==> src/rtl/ep_bank_pkg.sv <==
`timescale 1ns/1ps
package ep_bank_pkg;
    // control register bit positions (software-visible layout)
    localparam int CTL_EN_BIT     = 0;
    localparam int CTL_BANKRST_BIT = 1;
    localparam int CTL_RESUME_BIT = 2;
    localparam int CTL_HOLD_BIT   = 5;
    // status register bit positions
    localparam int STS_ODD_BIT    = 2;
    localparam int STS_IN_BIT     = 3;

    typedef struct packed {
        logic en;
        logic resume;
        logic hold;
        logic last_in;
        logic last_odd;
    } ctl_state_t;
endpackage

==> src/rtl/ep_pp_bank.sv <==
`timescale 1ns/1ps
module ep_pp_bank #(
    parameter int EP_W     = 4,
    parameter int PP_FIRST = 5,
    parameter int PP_COUNT = 2
) (
    input  logic            clk,
    input  logic            rst_n,
    input  logic            clear,
    input  logic            upd_vld,
    input  logic [EP_W-1:0] upd_ep,
    input  logic [EP_W-1:0] look_ep,
    output logic            upd_odd,
    output logic            look_odd
);
    typedef struct packed {
        logic [PP_COUNT-1:0] odd;
    } pp_state_t;

    pp_state_t state_d, state_q;

    always_comb begin
        state_d  = state_q;
        upd_odd  = 1'b0;
        look_odd = 1'b0;
        for (int i = 0; i < PP_COUNT; i++) begin
            if (upd_ep == EP_W'(PP_FIRST + i)) begin
                upd_odd = state_q.odd[i];
                if (upd_vld) state_d.odd[i] = ~state_q.odd[i];
            end
            if (look_ep == EP_W'(PP_FIRST + i)) look_odd = state_q.odd[i];
        end
        if (clear) state_d.odd = '0;
    end

    always_ff @(posedge clk or negedge rst_n) begin
        if (!rst_n) state_q <= '0;
        else        state_q <= state_d;
    end
endmodule

==> src/rtl/ep_ctl_regs.sv <==
`timescale 1ns/1ps
module ep_ctl_regs
    import ep_bank_pkg::*;
#(
    parameter int DATA_W = 8
) (
    input  logic              clk,
    input  logic              rst_n,
    input  logic              reg_wr,
    input  logic              reg_sel,
    input  logic [DATA_W-1:0] reg_wdata,
    input  logic              done_vld,
    input  logic              done_in,
    input  logic              done_setup,
    input  logic              upd_odd,
    output logic              accept,
    output logic              bank_clr,
    output logic              en,
    output logic              hold,
    output logic              resume,
    output logic              last_in,
    output logic              last_odd,
    output logic [DATA_W-1:0] reg_rdata
);
    ctl_state_t state_d, state_q;
    logic ctl_wr;
    logic en_rise;

    always_comb begin
        ctl_wr   = reg_wr && (reg_sel == 1'b0);
        accept   = done_vld && state_q.en;
        en_rise  = ctl_wr && reg_wdata[CTL_EN_BIT] && !state_q.en;
        bank_clr = (ctl_wr && reg_wdata[CTL_BANKRST_BIT]) || en_rise;

        state_d = state_q;
        if (ctl_wr) begin
            state_d.en     = reg_wdata[CTL_EN_BIT];
            state_d.resume = reg_wdata[CTL_RESUME_BIT];
            state_d.hold   = reg_wdata[CTL_HOLD_BIT];
        end
        if (accept) begin
            state_d.last_in  = done_in;
            state_d.last_odd = upd_odd;
            if (done_setup) state_d.hold = 1'b1;
        end

        reg_rdata = '0;
        if (reg_sel == 1'b0) begin
            reg_rdata[CTL_EN_BIT]     = state_q.en;
            reg_rdata[CTL_RESUME_BIT] = state_q.resume;
            reg_rdata[CTL_HOLD_BIT]   = state_q.hold;
        end else begin
            reg_rdata[STS_ODD_BIT] = state_q.last_odd;
            reg_rdata[STS_IN_BIT]  = state_q.last_in;
        end
    end

    always_ff @(posedge clk or negedge rst_n) begin
        if (!rst_n) state_q <= '0;
        else        state_q <= state_d;
    end

    assign en       = state_q.en;
    assign hold     = state_q.hold;
    assign resume   = state_q.resume;
    assign last_in  = state_q.last_in;
    assign last_odd = state_q.last_odd;
endmodule

==> src/rtl/ep_bank_ctrl.sv <==
`timescale 1ns/1ps
module ep_bank_ctrl #(
    parameter int EP_W     = 4,
    parameter int PP_FIRST = 5,
    parameter int PP_COUNT = 2
) (
    input  logic            clk,
    input  logic            rst_n,
    input  logic            reg_wr,
    input  logic            reg_sel,
    input  logic [7:0]      reg_wdata,
    output logic [7:0]      reg_rdata,
    input  logic            done_vld,
    input  logic [EP_W-1:0] done_ep,
    input  logic            done_in,
    input  logic            done_setup,
    input  logic [EP_W-1:0] tok_ep,
    output logic            bank_odd,
    output logic            sie_run,
    output logic            resume_out
);
    logic accept_w, clr_w, upd_odd_w;
    logic en_w, hold_w, resume_w, last_in_w, last_odd_w;

    ep_ctl_regs #(.DATA_W(8)) ctl_i (
        .clk(clk), .rst_n(rst_n),
        .reg_wr(reg_wr), .reg_sel(reg_sel), .reg_wdata(reg_wdata),
        .done_vld(done_vld), .done_in(done_in), .done_setup(done_setup),
        .upd_odd(upd_odd_w),
        .accept(accept_w), .bank_clr(clr_w),
        .en(en_w), .hold(hold_w), .resume(resume_w),
        .last_in(last_in_w), .last_odd(last_odd_w),
        .reg_rdata(reg_rdata)
    );

    ep_pp_bank #(.EP_W(EP_W), .PP_FIRST(PP_FIRST), .PP_COUNT(PP_COUNT)) pp_i (
        .clk(clk), .rst_n(rst_n),
        .clear(clr_w), .upd_vld(accept_w), .upd_ep(done_ep),
        .look_ep(tok_ep), .upd_odd(upd_odd_w), .look_odd(bank_odd)
    );

    assign sie_run    = en_w && !hold_w;
    assign resume_out = resume_w;
endmodule

==> config.mk <==
export PLATFORM = sky130hd
export DESIGN_NAME = ep_bank_ctrl
export DESIGN_NICKNAME = d
export VERILOG_FILES = /design/src/rtl/ep_bank_pkg.sv /design/src/rtl/ep_pp_bank.sv /design/src/rtl/ep_ctl_regs.sv /design/src/rtl/ep_bank_ctrl.sv
export SDC_FILE = /design/constraint.sdc
export NUM_CORES = 1
export LEC_CHECK = 0
export BUFFER_PORTS_ARGS = -buffer_cell sky130_fd_sc_hd__buf_2
export CAP_MARGIN = 20
export CORE_AREA = 2 2 39 41
export CTS_BUF_LIST = sky130_fd_sc_hd__clkbuf_8
export CTS_CLUSTER_SIZE = 16
export DETAILED_ROUTE_END_ITERATION = 8
export DIE_AREA = 0 0 41 43
export HOLD_SLACK_MARGIN = 0.15
export PLACE_DENSITY = 0.84
export SLEW_MARGIN = 20
export SYNTH_ARGS = -nofsm -noshare
export SYNTH_HDL_FRONTEND = slang
export SYNTH_SLANG_ARGS = --single-unit
export TNS_END_PERCENT = 100
==> constraint.sdc <==
create_clock -name clk -period 0.9 [get_ports clk]
set_input_delay 0.18 -clock clk [delete_from_list [all_inputs] [get_ports clk]]
set_output_delay 0.18 -clock clk [all_outputs]
set_load 0.01 [all_outputs]
# After elaboration in Yosys (flattened, before gate mapping)
# Index checks and enable logic that the tools add are counted.
# word_totals
ff_bits,7
in_bits,23
out_inout_bits,11
wordCells,44
# op_classes
eq_ne,4
mux,16
bitwise,3
reduce_logical,14
# ops
op,n
$eq A4 B3 Y1 const B,4
$mux W1,14
$logic_and A1 B1 Y1,6
$reduce_bool A2 Y1,3
$reduce_and A2 Y1,2
$mux W3,1
$not A1 Y1,3
$logic_not A1 Y1,2
$mux W2,1
$logic_or A1 B1 Y1,1

# Depth between registers and ports, before layout
# depth
ltp_word,7
mapped_depth,3
depth_no_buf,3

# Cells and area by module
# Synthesis repeated with hierarchy kept, for this count alone.
# hier_totals
cells_unflattened,45
area_unflattened_um2,474.2
# modules_own_cells
module,n_inst,cells_per_inst,area_each_um2,seq_area_each_um2
ep_ctl_regs,1,27,302.8,125.1
ep_pp_bank,1,17,157.7,50.0
ep_bank_ctrl,1,1,13.8,0.0

# Worst setup path before layout
# No wires, ideal clock.
# synth_path
path_kind,register -> register
from,"reg ctl_i.state_q, in the netlist ctl_i.en"
to,reg pp_i.state_q[0] (netlist bit)
setup_time_ns,0.121
arrival_time_ns,0.839
required_time_ns,0.779
slack_ns,-0.060
path_stages_with_launch,4
path_buffers,0
synth_period_minus_slack_ns,0.960
cell_sequence,dfrtp_1 and4b_1 a31oi_1 nor3_2
# synth_via
elab_chain_cells,5
word_cells_on_any_way,8
classes_between,mux: 1; reduce/logical: 7
# synth_rtl
element,line,text
start: declaration,ep_ctl_regs.sv:25,"ctl_state_t state_d, state_q;"
start signal: assignment,ep_ctl_regs.sv:60,else state_q <= state_d;
$logic_not A1 Y1,ep_ctl_regs.sv:32,en_rise = ctl_wr && reg_wdata[CTL_EN_BIT] && !state_q.en;
$logic_and A1 B1 Y1,ep_ctl_regs.sv:32,
$logic_or A1 B1 Y1,ep_ctl_regs.sv:33,bank_clr = (ctl_wr && reg_wdata[CTL_BANKRST_BIT]) || en_rise;
$reduce_bool A2 Y1 (no source line),--,
$reduce_and A2 Y1 (no source line),--,
end signal: assignment,ep_pp_bank.sv:38,else state_q <= state_d;
end: declaration,ep_pp_bank.sv:20,"pp_state_t state_d, state_q;"
# Several ways; a longest one is shown, not always the timed one.
# A chain may end at the register's enable or synchronous reset.

# Worst setup path in the final report
# layout_path
from,reg pp_i.state_q[0] (netlist bit)
to,out bank_odd
# layout_via
elab_chain_cells,2
# layout_rtl
element,line,text
$mux W1 (2 in a row),ep_pp_bank.sv:31,if (look_ep == EP_W'(PP_FIRST + i)) look_odd = state_q.odd[i];
end: declaration,ep_bank_ctrl.sv:18,"output logic bank_odd,"
# No other way between the ends.

==> results.md <==
Outcome:
- The run finished, with violations left.
- The checks that failed: setup timing.

Die:
- The floorplan step defined a die boundary enclosing 0.00176 mm².
- The number of top-level pins is 34.
- After floorplanning, the core was sized to cover between 0.001 and 0.0015 mm².
- The floorplan step set the die height to 43 µm.
- The die is 41 µm wide.
- Once the floorplan was initialized, standard cells occupied 32.0% of the core.
- The floorplan has 14 rows.

Finish:
- From synthesis to final layout, the design area changed by 76.0%.
- The final design area excluding fillers is 779 µm².
- Across the whole layout, storage elements account for 176 µm².
- After the last flow step, the layout net total stands at 109.
- The layout cell share with drive strength beyond 1 is roughly three fifths.
- The fill cell instance count of the final layout is ~120.
- Summing all multi-input logic gate instances after layout gives around 280 µm².
- The number of diodes added for antenna fixing is 0.

Global routing:
- The initial antenna violation count is 0.
- The overall routing resource usage is 15.8%.
- The largest net degree at the start of global routing is 8.
- The number of global-route vias before repair came to 433.
- The first-pass GRT wire length is 1.79 mm.
- After global routing the overflow that remains totals 0.

CTS:
- The clock tree from TritonCTS is done.
- The number of buffers created by CTS is 3.
- The maximum buffer depth of the clock tree is 2.
- Clock tree synthesis found a total of 7 sinks.
- CTS built an H-tree with a depth of 1.
- Clock-pin slew was measured on the worst setup and hold paths at 0.04 ns.
- The clock latency of the later-clocked register in the worst-skew pair is 0.23 ns.
- The CTS root buffer is sky130_fd_sc_hd__clkbuf_8.

Worst setup path:
- The capturing element type of the critical path is an output port.
- In this run the worst path has a maximum fanout of 2.
- Broken down by cell family, the worst path's largest delay share belongs to flip-flops.
- The source of the worst register-to-register timing path is ctl_i.en.
- In this design, the stage delay of the slowest critical-path cell is 0.38 ns.
- The critical path starts at pp_i.state_q[0].
- The setup path with the least slack is of type reg2out.
- The critical path goes through nand3b_1 > o21ai_1 > and3b_1 > buf_2.
- The arrival time at the worst endpoint is 1.02 ns.
- Data on the critical path is required at its endpoint by 0.72 ns.
- The slowest stage cell on the critical path is sky130_fd_sc_hd__dfrtp_1.
- Together, buffers and inverters on the worst path number 1.
- The worst setup path is launched from a register.

Drt:
- The wire length per cell is 11.9 µm.
- The pre-antenna-repair detailed-routing pass consisted of 3 iterations.
- In the routed design, unresolved DRC markers number 0.
- The final routed wirelength across all metal layers is 1.20 mm.
- The post-detailed-route count of antenna-violating nets is 0.
- The first routing iteration left 3 violations.
- The routed layout has approximately 450 vias.
- Using the TritonRoute via totals, the vias-per-cell ratio works out to 4.50.

Yosys:
- The average cell area after synthesis is between 9 and 10 µm².
- The number of unique standard cell types used by synthesis is 22.
- The share of synthesized area occupied by flip-flops and latches is 39.5%.
- The synthesized design contains 0 enable-type register cells.
- The most frequent cell after synthesis is sky130_fd_sc_hd__dfrtp_1.
- The share of the synthesized area in the top cell type is around two fifths.
- The commonest cells after synthesis are sky130_fd_sc_hd__dfrtp_1 (7), sky130_fd_sc_hd__buf_4 (4), sky130_fd_sc_hd__mux2_1 (4), sky130_fd_sc_hd__nor2b_1 (4).
- In the post-synthesis netlist, the biggest area contributors are sky130_fd_sc_hd__dfrtp_1 (40%), sky130_fd_sc_hd__mux2_1 (10%), sky130_fd_sc_hd__buf_4 (6.8%).
- The total standard cell area after synthesis is 443 µm².
- The most used flip-flop cell after synthesis is sky130_fd_sc_hd__dfrtp_1.
- Of all cell types, the one taking the most synthesized area is sky130_fd_sc_hd__dfrtp_1.
- The Yosys step of the flow raised 0 warnings.
- The async set-or-reset flop fraction in the synthesized netlist is between 90% and 100%.
- After synthesis the netlist holds a flip-flop and latch count of 7.
- The number of cells produced by synthesis is 45.

Placed design:
- The count of buffers inserted at the top-level ports is 25.
- After detailed placement, the total cell area comes to 603 µm².
- Routability-driven placement finished with a final weighted congestion of 0.745.
- The estimated wirelength of the detail-placed design is roughly 790 µm.

Power:
- In this run the static leakage power is between 0.4 and 0.5 nW.
- IR analysis of the VDD net gives a maximum drop of 0.745 mV.
- In this run the power density over the cells is roughly 1500 mW/mm².
- The overall power consumption is between 1 and 1.5 mW.

STA:
- The number of pins with negative max-slew slack in the final report is 0.
- Setup repair after global routing could not meet its margin everywhere.
- The final critical path time including I/O delays and setup is ~1.2 ns.
- Timing would allow up to 0.835 GHz.
- The final hold violation count is 0.
- The final number of setup-violating endpoints is 12.
- Dividing the final minimum period by the clock period gives 133%.
- The worst hold margin is 0.174 ns.
- The clock skew is 0.000179 ns.
- The setup TNS is -1.98 ns.
- Setup slack on the critical path of the routed design comes to -0.298 ns.

Hold path:
- The min-delay analysis places its worst path in the category in2reg.
- The startpoint identified for the worst hold timing path is reg_wdata[5].

Run:
- The count of max-cap constraint violations is 0.
-- tightest hold or removal path, stage by stage --
cell	delay (ns)
sky130_fd_sc_hd__buf_2	0.08
sky130_fd_sc_hd__mux2i_1	0.05
sky130_fd_sc_hd__nand2_1	0.06
-- logic make-up after synthesis --
logic type      synth area share [%]
simple gates                    30.2
buf+inv                         8.48
other cells                    0.847
flops                           39.5
compound gates                  8.47
mux                             12.4
-- metal layers --
| layer | routed length, µm | up-vias | part of all wire (%) | global-route usage (%) |
|---|---|---|---|---|
| met5 | 0 | - | 0 | 0 |
| met4 | 11 | 0 | 0.92 | 9.33 |
| met3 | 78 | 2 | 6.5 | 8.38 |
| met2 | 646 | 19 | 54 | 22.2 |
| met1 | 465 | 204 | 39 | 18.3 |
| li1 | - | 229 | - | - |
-- timing repair --
item                                    in CTS  in global routing
endpoints found under the hold margin        7                  0
hold buffers                                 1                  0
gates resized for setup                      9                  7
gates cloned                                 0                  0
pin swaps                                    7                  4
endpoints found under the setup margin      11                 12
setup buffers                                6                  3
-- final timing paths --
| path | slack [ns] | end | cells after the start |
|---|---|---|---|
| min in group asynchronous | 0.33 | ctl_i.hold | 2 |
| max in group asynchronous | 0.41 | ctl_i.en | 2 |
| worst max register to register | -0.17 | ctl_i.last_in | 3 |
| worst min-delay path | 0.17 | ctl_i.hold | 3 |
| worst max-delay path | -0.30 | bank_odd | 4 |
| worst min register to register | 0.59 | ctl_i.last_in | 2 |
-- layout make-up --
class                      instances  share of cell area (%)
sequential                         7                    22.6
tap                               16                    2.57
timing repair buffer              37                    32.7
clock inverter                     1                   0.482
clock buffer                       3                    5.30
multi-input combinational         35                    35.3
inverter                           2                   0.963
-- cell usage in the layout (no fill, tap or decap), drive strengths merged --
cell type    instances
a21o                 1
a21oi                1
a31oi                2
and2                 1
and3b                1
and4b                1
buf                 36
clkbuf               3
conb                 4
dfrtp                7
dlygate4sd3          1
inv                  3
mux2                 4
mux2i                1
nand2                3
nand3                1
nand3b               3
nand4b               1
nor2                 2
nor2b                5
nor3                 2
o21a                 1
o21ai                1
-- sequential cells by signal (all words and copies together), names as in the netlist --
register and flops:
ctl_i.last_odd 1, ctl_i.last_in 1, ctl_i.en 1, ctl_i.hold 1, ctl_i.resume 1, pp_i.state_q 2
-- per-stage QoR --
step / utilization, % / cells / setup slack [ns]
2_1_floorplan: - / 48 / -0.0471
3_3_place_gp: 43.6 / 89 / -0.103
3_5_place_dp: 43.6 / 89 / -0.120
4_1_cts: 52.3 / 98 / -0.303
5_1_grt: 56.3 / 101 / -0.401
6_report: 56.3 / 101 / -0.298
-- power breakdown --
group / internal, mW / switching (mW)
logic: 0.241 / 0.143
registers: 0.358 / 0.0334
clock network: 0.294 / 0.133
total: 0.893 / 0.309
(Power assumes the default switching activity.)
